`config.mk`:
```
export PLATFORM = sky130hd
export DESIGN_NAME = win_watchdog
export DESIGN_NICKNAME = d
export VERILOG_FILES = /design/src/rtl/wdg_pkg.sv /design/src/rtl/wdg_cfg_regs.sv /design/src/rtl/wdg_run_filter.sv /design/src/rtl/win_watchdog.sv
export SDC_FILE = /design/constraint.sdc
export NUM_CORES = 1
export LEC_CHECK = 0
export ABC_AREA = 1
export BUFFER_PORTS_ARGS = -buffer_cell sky130_fd_sc_hd__buf_2
export CAP_MARGIN = 20
export CORE_UTILIZATION = 30
export CTS_CLUSTER_DIAMETER = 50
export CTS_CLUSTER_SIZE = 10
export DETAILED_ROUTE_END_ITERATION = 12
export SYNTH_ARGS = -nofsm -noshare
export SYNTH_HDL_FRONTEND = slang
export SYNTH_SLANG_ARGS = --single-unit
```
`constraint.sdc`:
```
create_clock -name clk -period 3.05 [get_ports clk]
set_input_delay 0.1525 -clock clk [delete_from_list [all_inputs] [get_ports clk]]
set_output_delay 0.1525 -clock clk [all_outputs]
set_load 0.005 [all_outputs]
```
`src/rtl/wdg_pkg.sv`:
```
package wdg_pkg;
  typedef enum logic [1:0] {
    SEL_LO   = 2'd0,
    SEL_HI   = 2'd1,
    SEL_CTRL = 2'd2,
    SEL_RSVD = 2'd3
  } wsel_e;
endpackage

```
`src/rtl/wdg_cfg_regs.sv`:
```
module wdg_cfg_regs
  import wdg_pkg::*;
#(
  parameter int DATA_W = 12,
  parameter int FILT_W = 3
) (
  input  logic              clk,
  input  logic              rst,
  input  logic              wr_en,
  input  logic [1:0]        wr_sel,
  input  logic [DATA_W-1:0] wr_data,
  input  logic              reg_active,
  input  logic              inj_active,
  output logic [DATA_W-1:0] lo_thr,
  output logic [DATA_W-1:0] hi_thr,
  output logic [FILT_W-1:0] filt,
  output logic              irq_en,
  output logic              wr_err
);
  wsel_e sel;
  logic  thr_wr, ctl_wr, thr_blk, ctl_blk;

  always_comb begin
    sel     = wsel_e'(wr_sel);
    thr_blk = reg_active | inj_active;
    ctl_blk = reg_active;
    thr_wr  = wr_en && (sel == SEL_LO || sel == SEL_HI);
    ctl_wr  = wr_en && (sel == SEL_CTRL);
  end

  always_ff @(posedge clk) begin
    if (rst) begin
      lo_thr <= '0;
      hi_thr <= '1;
      filt   <= '0;
      irq_en <= 1'b0;
      wr_err <= 1'b0;
    end else begin
      wr_err <= (thr_wr && thr_blk) || (ctl_wr && ctl_blk);
      if (thr_wr && !thr_blk) begin
        if (sel == SEL_LO) lo_thr <= wr_data;
        else               hi_thr <= wr_data;
      end
      if (ctl_wr && !ctl_blk) begin
        filt   <= wr_data[FILT_W-1:0];
        irq_en <= wr_data[FILT_W];
      end
    end
  end

  AST_LO_HELD: assert property (@(posedge clk) disable iff (rst)
    (wr_en && wr_sel == 2'd0 && (reg_active || inj_active)) |=> $stable(lo_thr));
  AST_CTL_HELD: assert property (@(posedge clk) disable iff (rst)
    (wr_en && wr_sel == 2'd2 && reg_active) |=> ($stable(filt) && $stable(irq_en)));
  AST_ERR_CAUSE: assert property (@(posedge clk) disable iff (rst)
    wr_err |-> $past(wr_en));
endmodule

```
`src/rtl/wdg_run_filter.sv`:
```
module wdg_run_filter #(
  parameter int DATA_W = 12,
  parameter int FILT_W = 3
) (
  input  logic              clk,
  input  logic              rst,
  input  logic              res_valid,
  input  logic [DATA_W-1:0] res_data,
  input  logic [DATA_W-1:0] lo_thr,
  input  logic [DATA_W-1:0] hi_thr,
  input  logic [FILT_W-1:0] filt,
  input  logic              flag_clr,
  output logic              flag
);
  localparam int RUN_W = FILT_W + 1;

  logic [RUN_W-1:0] run, need, run_inc;
  logic             out_win, hit;

  always_comb begin
    need    = RUN_W'(filt) + RUN_W'(1);
    out_win = (res_data < lo_thr) || (res_data > hi_thr);
    run_inc = (run >= need) ? need : run + RUN_W'(1);
    hit     = res_valid && out_win && (run_inc >= need);
  end

  always_ff @(posedge clk) begin
    if (rst) begin
      run  <= '0;
      flag <= 1'b0;
    end else begin
      if (res_valid) run <= out_win ? run_inc : '0;
      if (hit)           flag <= 1'b1;
      else if (flag_clr) flag <= 1'b0;
    end
  end

  AST_INWIN_CLEARS: assert property (@(posedge clk) disable iff (rst)
    (res_valid && !out_win) |=> (run == '0));
  AST_FLAG_STICKY: assert property (@(posedge clk) disable iff (rst)
    (flag && !flag_clr) |=> flag);
  AST_FLAG_CAUSE: assert property (@(posedge clk) disable iff (rst)
    $rose(flag) |-> $past(res_valid));
  AST_NO_WRAP: assert property (@(posedge clk) disable iff (rst)
    (res_valid && out_win && run != '0) |=> (run != '0));
endmodule

```
`src/rtl/win_watchdog.sv`:
```
module win_watchdog #(
  parameter int DATA_W = 12,
  parameter int FILT_W = 3
) (
  input  logic              clk,
  input  logic              rst,
  input  logic              res_valid,
  input  logic [DATA_W-1:0] res_data,
  input  logic              reg_conv_active,
  input  logic              inj_conv_active,
  input  logic              wr_en,
  input  logic [1:0]        wr_sel,
  input  logic [DATA_W-1:0] wr_data,
  input  logic              flag_clr,
  output logic              flag,
  output logic              irq,
  output logic              wr_err
);
  logic [DATA_W-1:0] lo_thr, hi_thr;
  logic [FILT_W-1:0] filt;
  logic              irq_en;

  wdg_cfg_regs #(.DATA_W(DATA_W), .FILT_W(FILT_W)) u_cfg (
    .clk(clk), .rst(rst), .wr_en(wr_en), .wr_sel(wr_sel), .wr_data(wr_data),
    .reg_active(reg_conv_active), .inj_active(inj_conv_active),
    .lo_thr(lo_thr), .hi_thr(hi_thr), .filt(filt), .irq_en(irq_en),
    .wr_err(wr_err)
  );

  wdg_run_filter #(.DATA_W(DATA_W), .FILT_W(FILT_W)) u_filt (
    .clk(clk), .rst(rst), .res_valid(res_valid), .res_data(res_data),
    .lo_thr(lo_thr), .hi_thr(hi_thr), .filt(filt), .flag_clr(flag_clr),
    .flag(flag)
  );

  assign irq = flag & irq_en;

  AST_IRQ_NEEDS_FLAG: assert property (@(posedge clk) disable iff (rst)
    irq |-> flag);
endmodule

```
Yosys cells after proc, flatten, opt, wreduce, memory -nomap -nowiden
Index checks and enable logic that the tools add are counted.
{ "totals": {"output_inout_bits": 3, "in_bits": 33, "word_cells": 39, "rom_bits": 0, "memories": 0, "ram_bits": 0, "latchBits": 0, "ff_bits": 34} }
{ "classes": {"n_shift": 0, "mux": 4, "mul": 0, "addsub": 2, "magnitude_cmp": 4, "bitwise": 3, "n_reduce_logical": 17, "n_div": 0, "n_eq_ne": 2} }
{ "ops": {"columns": ["cell", "n"], "rows": [
  ["12-bit greater-than comparator", 1],
  ["12-bit < comparator", 1],
  ["4-bit greater-or-equal comparator", 2],
  ["1-bit logical AND", 8],
  ["4-bit 2-to-1 mux", 2],
  ["3-bit by 1-bit adder with 4-bit output (second input constant)", 1],
  ["4-bit by 1-bit adder with 4-bit output (second input constant)", 1],
  ["2-bit AND reduction", 2],
  ["1-bit logical OR", 3],
  ["2-bit by 1-bit == test with 1-bit output (second input constant)", 1],
  ["2-bit == test (second input constant)", 1],
  ["1-bit logical NOT", 2],
  ["2-bit logical NOT", 1],
  ["1-bit 2-to-1 mux", 2],
  ["2-bit nonzero test", 1],
  ["1-bit bitwise AND", 1],
  ["1-bit NOT", 1],
  ["1-bit bitwise OR", 1]
]} }

Depth between registers and ports, before layout
Gate-level depths: netlist (run 1).
{ "depth": {"ltp_word": 6, "mapped_depth": 21, "depth_no_buf": 21} }

Cells and area by module
From an unflattened synthesis (run 1), not the netlist that was laid out.
{ "unflattened": {"cells_unflattened": 365, "area_unflattened_um2": 2426.1} }
{ "by_module_without_submodules": {"columns": ["module", "n_inst", "cells_each", "seq_area_each_um2", "area_per_inst_um2"], "rows": [
  ["wdg_cfg_regs", 1, 190, 580.6, 1301.2],
  ["wdg_run_filter", 1, 173, 100.1, 1117.3],
  ["win_watchdog", 1, 2, 0.0, 7.5]
]} }

Worst setup path before layout (run 1)
OpenSTA, ideal clock, no wires.
{ "synth_timing": {"path_type": "register to register", "start": "register u_cfg.filt[0]", "end": "register u_filt.flag", "period_less_slack_ns": 2.378, "setup_time_ns": 0.114, "t_arrival_ns": 2.264, "required_ns": 2.936, "path_stages_with_launch": 20, "setup_slack_ns": 0.672, "path_buffers": 0, "cell_sequence": "dfxtp_1 -> ha_1 -> inv_1 -> ha_1 -> a21oi_1 -> nand2_1 -> nand2_2 -> nand2_4 -> o21ai_0 -> inv_1 -> ha_1 -> inv_1 -> nand2_1 -> a21o_1 -> nand2_1 -> nand2_1 -> nand3_1 -> nand2_1 -> nand2_1 -> a21oi_2"} }
{ "synth_between": {"elab_chain_len": 6, "elab_cells_between_ends": 7, "classes_between": "1 x add/sub; 2 x order compare; 2 x mux; 2 x reduce/logical"} }
{ "synth_rtl": {"columns": ["item", "line_no", "text"], "rows": [
  ["from (decl)", "wdg_cfg_regs.sv:16", "output logic [FILT_W-1:0] filt,"],
  ["from (signal assigned)", "wdg_cfg_regs.sv:45", "filt <= wr_data[FILT_W-1:0];"],
  ["3-bit by 1-bit adder with 4-bit output *", "wdg_run_filter.sv:21", "need = RUN_W'(filt) + RUN_W'(1);"],
  ["4-bit greater-or-equal comparator", "wdg_run_filter.sv:23", "run_inc = (run >= need) ? need : run + RUN_W'(1);"],
  ["4-bit 2-to-1 mux", "wdg_run_filter.sv:23", null],
  ["4-bit greater-or-equal comparator *", "wdg_run_filter.sv:24", "hit = res_valid && out_win && (run_inc >= need);"],
  ["1-bit logical AND *", "wdg_run_filter.sv:24", null],
  ["1-bit 2-to-1 mux / 2-bit nonzero test (equally long branches)", null, null],
  ["to (signal assigned)", "wdg_run_filter.sv:30", "flag <= 1'b0;"],
  ["to (signal assigned)", "wdg_run_filter.sv:33", "if (hit) flag <= 1'b1;"],
  ["to (signal assigned)", "wdg_run_filter.sv:34", "else if (flag_clr) flag <= 1'b0;"],
  ["to (decl)", "wdg_run_filter.sv:13", "output logic flag"]
]} }
Mark *: on every way between the ends. The rest lies on a longest branch, timed or not.
A chain may end at the register's enable or synchronous reset.

Final worst setup path (run 1)
Ends and elaborated chain as after synthesis.

==> metrics.md, run 1 <==
| Metric | Value |
|---|---|
| Outcome | `finished with violations` |
| Failing checks | `DRC` |
| Critical Path Start Type | `flip-flop` |
| CP required | `3.23 ns` |
| Pin slew with the least headroom to its limit | `0.843 ns` |
| FILL cells | `695` |
| PortBufs | `35` |
| Max Slew Vio Count | `0` |
| Peak VDD IR | `0.200 mV` |
| Final WL | `4230 um` |
| Final setup violation count | `0` |
| Unique masters post-synth | `23` |
| Antenna violations before repair | `0` |
| Total of max-cap violations | `0` |
| Final critical-path required period | `2.55 ns` |
| Critical path class | `flip-flop to flip-flop` |
| # nets final | `380` |
| Reg area | `681 um^2` |
| Area Overhead vs Synth | `17.6%` |
| RSZ-0062 raised after global routing | `no` |
| YS warnings | `0` |
| Setup Skew | `0.00732 ns` |
| Die X-Extent | `84.9 um` |
| H-tree levels | `2` |
| Vias in the first global route | `1640` |
| Layout cell share with drive strength beyond 1 | `15.8%` |
| I/O pins | `36` |
| Core Area | `6490 um^2` |
| Post-DP HPWL | `3290 um` |
| Hold/Removal Path Class | `input pin to flip-flop` |
| # diodes | `0` |
| Largest buffer count on any clock path | `2` |
| LEAKAGE | `1.18 nW` |
| Max incr delay on CP | `0.32 ns` |
| First-pass GRT wire length | `7330 um` |
| Clock root buffer master | `clkbuf_8` |
| Final Hold Viols | `0` |
| Global route overflow | `0` |
| Seq/Total Area, Yosys | `33.0%` |
| DRC Markers | `2` |
| Setup_tns | `0 ns` |
| First-pass DRT Iterations | `8` |
| Hold path start | `wr_data[4]` |
| Crit Path Max Fanout | `7` |
| Hold_ws | `0.103 ns` |
| Crit path buf inv count | `3` |
| CTS Sinks | `34` |
| Post-cts sizing count | `0` |
| Relative slew slack | `43.7%` |
| Synth Area per Inst | `7.40 um^2` |
| Share of async-settable or async-resettable flops after synthesis | `0%` |
| Mapped cell area | `2060 um^2` |
| Critical Path AT | `2.73 ns` |
| CP Capture Type | `flip-flop` |
| CP cell instances | `ha_1 > inv_1 > ha_1 > a21oi_1 > nand2_1 > nand2_2 > nand2_4 > o21ai_0 > inv_1 > ha_1 > inv_1 > nand2_1 > a21o_1 > nand2_1 > nand2_1 > nand3_1 > nand2_1 > nand2_1 > a21oi_2` |
| Yosys reg bits | `34` |
| Tot GR Track Use | `13.0%` |
| Drt first-iter violations | `45` |
| Routed WL per cell | `10.7 um` |
| Critical-path top delay cell | `dfxtp_1` |
| Hold_buf cts | `0` |
| GP Congestion | `0.848` |
| Crit share post-route | `83.6%` |
| CTS Buf Count | `5` |
| CTS tree | `yes` |
| Clock Latency Late Sink | `0.28 ns` |
| Crit-path leading delay family | `adder cells` |
| Die Ht | `84.9 um` |
| Post-CTS setup buffer count | `0` |
| Multi-input logic area | `1170 um^2` |
| Mapped Cells | `279` |
| F_max | `392 MHz` |
| Fin util | `37.4%` |
| Initial core utilization | `31.8%` |
| Pwr dens | `443 nW/um^2` |
| Largest net degree at the start of global routing | `29` |
| Reg-to-reg startpoint | `u_cfg.filt[0]` |
| Post-DRT Antenna Nets | `0` |
| EDFF count, synth | `0` |
| CP most frequent cell | `nand2_1` |
| DR vias/cell | `4.58` |
| Crit path launch | `u_cfg.filt[0]` |
| DR vias | `1805` |
| Synth Flop Type | `dfxtp_1` |
| Row count | `29` |
| Clock slew at reported path FFs | `0.07 ns` |
| Total power | `0.00107 W` |
| Syn_nets | `343` |
| Die area | `7210 um^2` |
[metal layers]
layer | GRT usage (%) | routed length [um]
met5 | 0 | 0
met1 | 18.1 | 2280
met2 | 19.7 | 1720
met3 | 3.02 | 188
met4 | 4.62 | 46
[synth_stat cells (all sizes together), types with 2 or more instances]
cell | n | area share [%]
nor2 | 11 | 2.0
o211ai | 11 | 4.0
dfxtp | 34 | 33
inv | 49 | 8.9
buf | 2 | 0.49
nand4 | 3 | 0.91
ha | 31 | 19
o21ai | 25 | 6.1
nand2 | 56 | 11
a21oi | 35 | 9.2
nand3 | 11 | 2.7
clkbuf | 4 | 0.73
xnor2 | 2 | 0.85
[worst paths after layout]
check	endpoint	slack, ns	depth (start not counted)
worst min-delay path	u_cfg.hi_thr[4]	0.10	3
worst max register to register	u_filt.flag	0.50	19
worst max-delay path	u_filt.flag	0.50	19
worst min register to register	u_cfg.lo_thr[0]	0.45	2
[cells by family after synthesis]
logic type | Yosys count | synth area share (%)
xor+xnor | 2 | 0.849
compound gates | 73 | 20.0
buf+inv | 56 | 10.3
fa+ha+maj | 31 | 18.8
simple gates | 83 | 17.0
flops | 34 | 33.0
[final cells by class]
cell class                 count  area share, %
tap                           77           3.97
multi-input combinational    189           48.2
sequential                    34           28.0
clock buffer                   8           4.54
timing repair buffer          36           7.53
inverter                      50           7.73
[sequential cells by signal, summed over array words and instances (netlist names)]
name          cells
u_cfg.hi_thr     12
u_cfg.wr_err      1
u_cfg.lo_thr     12
u_cfg.filt        3
u_filt.run        4
u_cfg.irq_en      1
u_filt.flag       1
[cell usage in the layout, fill, tap and decap left out]
cell and count:
nand2_1 52, inv_1 49, buf_2 35, dfxtp_1 34
a21oi_1 33, ha_1 31, o21ai_0 23, nand3_1 11
nor2_1 11, o211ai_1 11, clkbuf_8 8, nand2_2 3
nand4_1 3, xnor2_1 2, o21ai_1 2, nand2_4 1
clkinv_1 1, o21a_1 1, nor3_1 1, a21oi_4 1
a21o_1 1, a21oi_2 1, nor4_1 1, buf_4 1
[worst register-to-register path, delay by kind of cell, from the launching register on]
kind | cells | cell delay [ns]
simple gates | 9 | 0.57
compound gates | 4 | 0.57
buf+inv | 3 | 0.21
flops | 1 | 0.32
fa+ha+maj | 3 | 0.79
[report_power, final]
group / total [W] / internal (W) / switching, W / leakage, nW
clock network: 0.000382 / 0.000228 / 0.000154 / 0.0575
registers: 0.000468 / 0.000459 / 0.00000911 / 0.276
logic: 0.000225 / 0.0000933 / 0.000132 / 0.847
total: 0.00107 / 0.000780 / 0.000295 / 1.18
[stage by stage]
stage,instance area [um^2],instances,setup WS (ns)
floorplan,2060,279,0.672
global placement,2320,386,0.568
detailed placement,2320,386,0.505
CTS,2430,394,0.490
global route,2430,394,0.246
finish,2430,394,0.501
Note: power is estimated with default switching activity, not from simulation.
==> inputs of run 2 (changes only) <==
--- a/config.mk
+++ b/config.mk
@@ -5,7 +5,7 @@
 export SDC_FILE = /design/constraint.sdc
 export NUM_CORES = 1
 export LEC_CHECK = 0
-export ABC_AREA = 1
+export ABC_AREA = 0
 export BUFFER_PORTS_ARGS = -buffer_cell sky130_fd_sc_hd__buf_2
 export CAP_MARGIN = 20
 export CORE_UTILIZATION = 30
==> constraint.sdc (replaced) <==
create_clock -name clk -period 2.5 [get_ports clk]
set_input_delay 0.125 -clock clk [delete_from_list [all_inputs] [get_ports clk]]
set_output_delay 0.125 -clock clk [all_outputs]
set_load 0.005 [all_outputs]
==> metrics.md, run 2 <==
| Metric | Value |
|---|---|
| Outcome | `finished with violations` |
| Mapped Cells | `242` |
| Critical path class | `flip-flop to flip-flop` |
| Routed WL per cell | `12.5 um` |
| Syn_nets | `306` |
| Tot GR Track Use | `14.1%` |
| CTS Buf Count | `5` |
| Crit share post-route | `118%` |
| Synth Area per Inst | `8.65 um^2` |
| Final Hold Viols | `0` |
| EDFF count, synth | `0` |
| Total power | `0.00121 W` |
| Share of async-settable or async-resettable flops after synthesis | `0%` |
| Total of max-cap violations | `0` |
| CP cell instances | `ha_4 > inv_4 > ha_4 > a21o_1 > maj3_2 > a21oi_4 > mux2i_1 > ha_1 > nand2b_4 > a21o_1 > a311oi_2 > o21a_1 > o21ai_1` |
| Failing checks | `setup timing` |
| Die X-Extent | `85.5 um` |
| Finished Layout Cells | `382` |
| Pin slew with the least headroom to its limit | `0.685 ns` |
| Yosys reg bits | `34` |
| Hold path start | `wr_en` |
| Row count | `30` |
| Final setup violation count | `2` |
| RSZ-0062 raised after global routing | `yes` |
| R2r worst-path depth | `13` |
| CTS Sinks | `34` |
| Biggest regs | `u_cfg.hi_thr x12, u_cfg.lo_thr x12, u_filt.run x4` |
| Clock root buffer master | `clkbuf_8` |
| # diodes | `0` |
| Crit Path Max Fanout | `4` |
| Peak VDD IR | `0.224 mV` |
| Setup Skew | `0.00870 ns` |
| Post-synth top cells | `34 x dfxtp_1, 32 x inv_1, 31 x ha_1, 25 x nor2_1, 23 x nand2_1` |
| Seq/Total Area, Yosys | `32.5%` |
| PortBufs | `35` |
| Vias in the first global route | `1780` |
| Largest net degree at the start of global routing | `25` |
| Relative slew slack | `54.3%` |
| Compound-Gate Fraction of Synth Area | `15.2%` |
| Worst reg-to-reg setup slack | `-0.44 ns` |
| Final WL | `4760 um` |
| Max Slew Vio Count | `0` |
| Placed cells | `366` |
| DR vias | `1830` |
| Mapped cell area | `2090 um^2` |
| R2r endpoint | `u_filt.flag` |
| Final setup margin | `-0.440 ns` |
| Drt first-iter violations | `67` |
| Setup_tns | `-0.536 ns` |
| First-pass GRT wire length | `7960 um` |
| Critical Path Start Type | `flip-flop` |
| CP required | `2.66 ns` |
| Die area | `7320 um^2` |
| Clock Latency Late Sink | `0.29 ns` |
| Reg-to-reg startpoint | `u_cfg.filt[0]` |
| GP Congestion | `0.850` |
| I/O pins | `36` |
| H-tree levels | `2` |
| Max incr delay on CP | `0.36 ns` |
| Cell with the most instances after synthesis | `dfxtp_1` |
| DR vias/cell | `4.79` |
| Antenna violations before repair | `0` |
| DRC Markers | `0` |
| Clock slew at reported path FFs | `0.07 ns` |
| Synth Flop Type | `dfxtp_1` |
| Unique masters post-synth | `41` |
| XOR/XNOR Fraction of Synth Area | `0.837%` |
| Initial core utilization | `31.0%` |
| Most common cell after layout, fill and taps aside | `buf_2` |
| # nets final | `365` |
| Synth top area cells | `dfxtp_1 33%, ha_1 19%, mux2i_1 8.6%, inv_1 5.7%, o211ai_1 4.7%` |
| Die Ht | `85.5 um` |
| Multiplexer area fraction after synthesis | `9.15%` |
| Synth area leader | `dfxtp_1` |
| Post-DRT Antenna Nets | `0` |
| Final critical-path required period | `2.94 ns` |
| Main combinational cell family by area after synthesis | `adder cells` |
| Global route overflow | `0` |
| Post-DP HPWL | `3660 um` |
| Pre-CTS WS | `-0.460 ns` |
| Critical Path AT | `3.10 ns` |
| Adder-Cell Fraction of Synth Area | `19.1%` |
| Synth Area in Simple Gates | `16.1%` |
| CP Capture Type | `flip-flop` |
| F_max | `340 MHz` |
| Core Area | `6760 um^2` |
| FILL cells | `704` |
| Pwr dens | `447 nW/um^2` |
| Critical-path top delay cell | `dfxtp_4` |
| CTS tree | `yes` |
| Worst Hold Depth | `2` |
| Area Overhead vs Synth | `29.0%` |
| Most frequent cells in the layout | `35 x buf_2, 32 x dfxtp_1, 31 x inv_1, 29 x ha_1, 25 x nor2_1` |
| Largest buffer count on any clock path | `2` |
| YS warnings | `0` |
| First-pass DRT Iterations | `4` |
| LEAKAGE | `1.24 nW` |
| Hold/Removal Path Class | `input pin to flip-flop` |
| Layout cell share with drive strength beyond 1 | `27.2%` |
| WHS Endpoint | `u_cfg.wr_err` |
| Hold_ws | `0.0716 ns` |
| Synth top area share | `32.5%` |
[run 2: cell count changes after synthesis, sizes merged, moves of 14 or more]
cell | previous run | this run
inv | 49 | 32
nand2 | 56 | 23
o21ai | 25 | 11
a21oi | 35 | 6
nor2 | 11 | 25
mux2i | 0 | 18
[run 2: where the power goes]
| part | internal [W] | total (W) | switching [W] |
|---|---|---|---|
| sequential | 0.000552 | 0.000557 | 0.00000531 |
| clock | 0.000222 | 0.000427 | 0.000204 |
| combinational | 0.000118 | 0.000223 | 0.000105 |
[run 2: cell families after synthesis]
group | Yosys count
simple gates | 69
compound gates | 47
buf+inv | 39
flops | 34
fa+ha+maj | 32
mux | 19
xor+xnor | 2
[run 2: per-stage QoR]
step,utilization (%),cell area (um^2)
CTS,39.2,2650
global route,40.0,2700
finish,40.0,2700
global placement,37.1,2510
floorplan,-,2120
detailed placement,37.1,2510
[run 2: layout make-up]
class / instances / area, um^2 / share of cell area [%]
Clock buffer: 7 / 86.3 / 3.20
Multi-Input combinational cell: 169 / 1330 / 49.1
Timing Repair Buffer: 59 / 374 / 13.9
Tap cell: 80 / 100 / 3.71
Clock inverter: 1 / 5.00 / 0.185
Inverter: 32 / 123 / 4.54
Sequential cell: 34 / 686 / 25.4
[run 2: routing by layer]
layer | vias to the layer above | part of all wire [%] | GRT usage, %
met2 | 34 | 49 | 24.7
met1 | 828 | 45 | 16.6
met4 | 0 | 1.6 | 3.33
li1 | 959 | - | -
met5 | - | 0 | 0
met3 | 9 | 4.0 | 4.62
[run 2: worst max-delay path by stage]
stage	end	cells past startpoint	start	slack (ns)
2_1_floorplan	u_filt.flag	13	u_cfg.filt[0]	-0.32
3_3_place_gp	u_filt.flag	13	u_cfg.filt[0]	-0.40
3_5_place_dp	u_filt.flag	13	u_cfg.filt[0]	-0.46
4_1_cts	u_filt.flag	13	u_cfg.filt[0]	-0.44
5_1_grt	u_filt.flag	13	u_cfg.filt[0]	-0.54
6_report	u_filt.flag	13	u_cfg.filt[0]	-0.44
[run 2: repair_timing]
action                                  in CTS  in global routing
hold endpoints to repair                     0                  0
endpoints found under the setup margin       1                  2
setup buffers                                6                  2
resized for setup                            1                  9
hold buffers                                 0                  0
pin swaps                                    2                  2
[run 2: critical path, delay by kind of cell, from the launching register on]
kind | cells | cell delay (ns)
muxes | 1 | 0.27
DFF | 1 | 0.36
adders and majority gates | 4 | 1.10
buffers and inverters | 1 | 0.04
and+or+nand+nor | 1 | 0.14
AOI/OAI and AO/OA | 6 | 0.91
==> inputs of run 3 (changes only) <==
--- a/config.mk
+++ b/config.mk
@@ -12,6 +12,7 @@
 export CTS_CLUSTER_DIAMETER = 50
 export CTS_CLUSTER_SIZE = 10
 export DETAILED_ROUTE_END_ITERATION = 12
+export PLACE_DENSITY = 0.56
 export SYNTH_ARGS = -nofsm -noshare
 export SYNTH_HDL_FRONTEND = slang
 export SYNTH_SLANG_ARGS = --single-unit
==> metrics.md, run 3 (same netlist as run 2, synthesis figures left out) <==
| Metric | Value |
|---|---|
| Most frequent cells in the layout | `35 x buf_2, 32 x dfxtp_1, 30 x inv_1, 29 x ha_1` |
| Largest net degree at the start of global routing | `25` |
| Area after DPL | `2540 um^2` |
| FILL cells | `715` |
| Relative slew slack | `70.2%` |
| Vias in the first global route | `1791` |
| Drt first-iter violations | `38` |
| Die Ht | `85.5 um` |
| Layout cell share with drive strength beyond 1 | `28.0%` |
| Sequential power share | `39.3%` |
| Finished Layout Cells | `384` |
| GR Util met3 | `3.08%` |
| Post-DP HPWL | `3710 um` |
| Final WL | `4860 um` |
| Combinational share of power | `15.4%` |
| DR vias | `1825` |
| LEAKAGE | `1.26 nW` |
| Crit Path Max Fanout | `4` |
| Post-route cell area | `2750 um^2` |
| Pin slew with the least headroom to its limit | `0.445 ns` |
| Critical Path AT | `3.10 ns` |
| Max Slew Vio Count | `0` |
| CP required | `2.69 ns` |
| Critical path class | `flip-flop to flip-flop` |
| Final setup violation count | `2` |
| F_max | `343 MHz` |
| Most common cell after layout, fill and taps aside | `buf_2` |
| Initial core utilization | `31.0%` |
| GR Util met2 | `25.2%` |
| Clk pwr share | `45.3%` |
| Pwr dens | `516 nW/um^2` |
| CTS Buf Count | `5` |
| Area Overhead vs Synth | `31.3%` |
| Global route overflow | `0` |
| Int Pwr | `0.00109 W` |
| Final Hold Viols | `0` |
| Most Crowded Layer GR | `met2` |
| Die X-Extent | `85.5 um` |
| # diodes | `0` |
| Final critical-path required period | `2.92 ns` |
| I/O pins | `36` |
| Outcome | `finished with violations` |
| CP Capture Type | `flip-flop` |
| Clock root buffer master | `clkbuf_8` |
| Row count | `30` |
| Die area | `7320 um^2` |
| Core Area | `6760 um^2` |
| Critical Path Start Type | `flip-flop` |
| First-pass DRT Iterations | `5` |
| Sw Ratio | `23.0%` |
| DRC Markers | `0` |
| GP Congestion | `0.826` |
| Reg area | `686 um^2` |
| CTS Sinks | `34` |
| Total of max-cap violations | `0` |
| Routed WL per cell | `12.7 um` |
| Post-DRT Antenna Nets | `0` |
| First-pass GRT wire length | `7960 um` |
| M1 GR Usage | `16.1%` |
| Placed cells | `370` |
| Setup Skew | `0.00545 ns` |
| # nets final | `367` |
| Peak VDD IR | `0.314 mV` |
| Crit share post-route | `117%` |
| Failing checks | `setup timing` |
| Multi-input logic area | `1320 um^2` |
| Final setup margin | `-0.417 ns` |
| Biggest regs | `u_cfg.hi_thr x12, u_cfg.lo_thr x12, u_filt.run x4` |
| Switching power total | `0.000327 W` |
| DR vias/cell | `4.75` |
| PortBufs | `35` |
| CTS tree | `yes` |
| RSZ-0062 raised after global routing | `yes` |
| Hold/Removal Path Class | `input pin to flip-flop` |
| H-tree levels | `2` |
| Largest buffer count on any clock path | `2` |
| Clock slew at reported path FFs | `0.07 ns` |
| Antenna violations before repair | `0` |
| Tot GR Track Use | `14.1%` |
| Clock Latency Late Sink | `0.29 ns` |
[run 3: metrics by stage]
stage,hold slack (ns),setup slack (ns),TNS [ns],utilization (%),total power [W]
after floorplan,0.262,-0.316,-0.316,-,0.000681
after global placement,0.366,-0.381,-0.381,37.5,0.000767
after detailed placement,0.372,-0.418,-0.418,37.5,0.000769
after CTS,0.0561,-0.409,-0.437,40.2,0.00143
after global routing,0.0689,-0.525,-0.655,40.7,0.00148
final,0.0665,-0.417,-0.462,40.7,0.00142
[run 3: what timing repair did]
item,4_1_cts,5_1_grt
setup endpoints to repair,1,2
pin swaps,2,7
hold buffers,0,0
gates resized for setup,0,7
setup buffers,5,1
[run 3: area by class of cell]
| class | count | area share [%] |
|---|---|---|
| Multi-Input combinational cell | 169 | 48.1 |
| Tap cell | 80 | 3.64 |
| Inverter | 32 | 4.46 |
| Clock buffer | 6 | 3.01 |
| Clock inverter | 2 | 2.19 |
| Timing Repair Buffer | 61 | 13.6 |
| Sequential cell | 34 | 25.0 |
[run 3: power groups by stage]
stage / sequential, W / combinational [W] / clock, W
detailed placement: 0.000571 / 0.000199 / 0
global placement: 0.000571 / 0.000197 / 0
CTS: 0.000558 / 0.000211 / 0.000662
floorplan: 0.000571 / 0.000111 / 0
global route: 0.000558 / 0.000242 / 0.000679
finish: 0.000557 / 0.000218 / 0.000643
[run 3: critical path: stages (launching register included)]
cell	delay, ns
dfxtp_4	0.36
ha_4	0.28
inv_4	0.04
ha_4	0.22
a21o_1	0.17
maj3_2	0.33
a21oi_4	0.20
mux2i_2	0.26
ha_1	0.26
nand2b_1	0.14
a21o_1	0.18
a311oi_2	0.18
o21a_1	0.16
o21ai_1	0.05
[run 3: path summary, 6_finish.rpt]
kind                               startpoint         endpoint  slack [ns]  depth (start not counted)
worst max-delay path            u_cfg.filt[0]      u_filt.flag       -0.42                         13
worst min-delay path               wr_data[9]  u_cfg.hi_thr[9]        0.07                          3
worst max register to register  u_cfg.filt[0]      u_filt.flag       -0.42                         13
worst min register to register    u_filt.flag      u_filt.flag        0.47                          2
[run 3: routing by layer]
layer  share of wire (%)  vias up
li1                    -      959
met1                  44      822
met2                  50       36
met3                 3.5        8
met4                 2.0        0
met5                   0        -
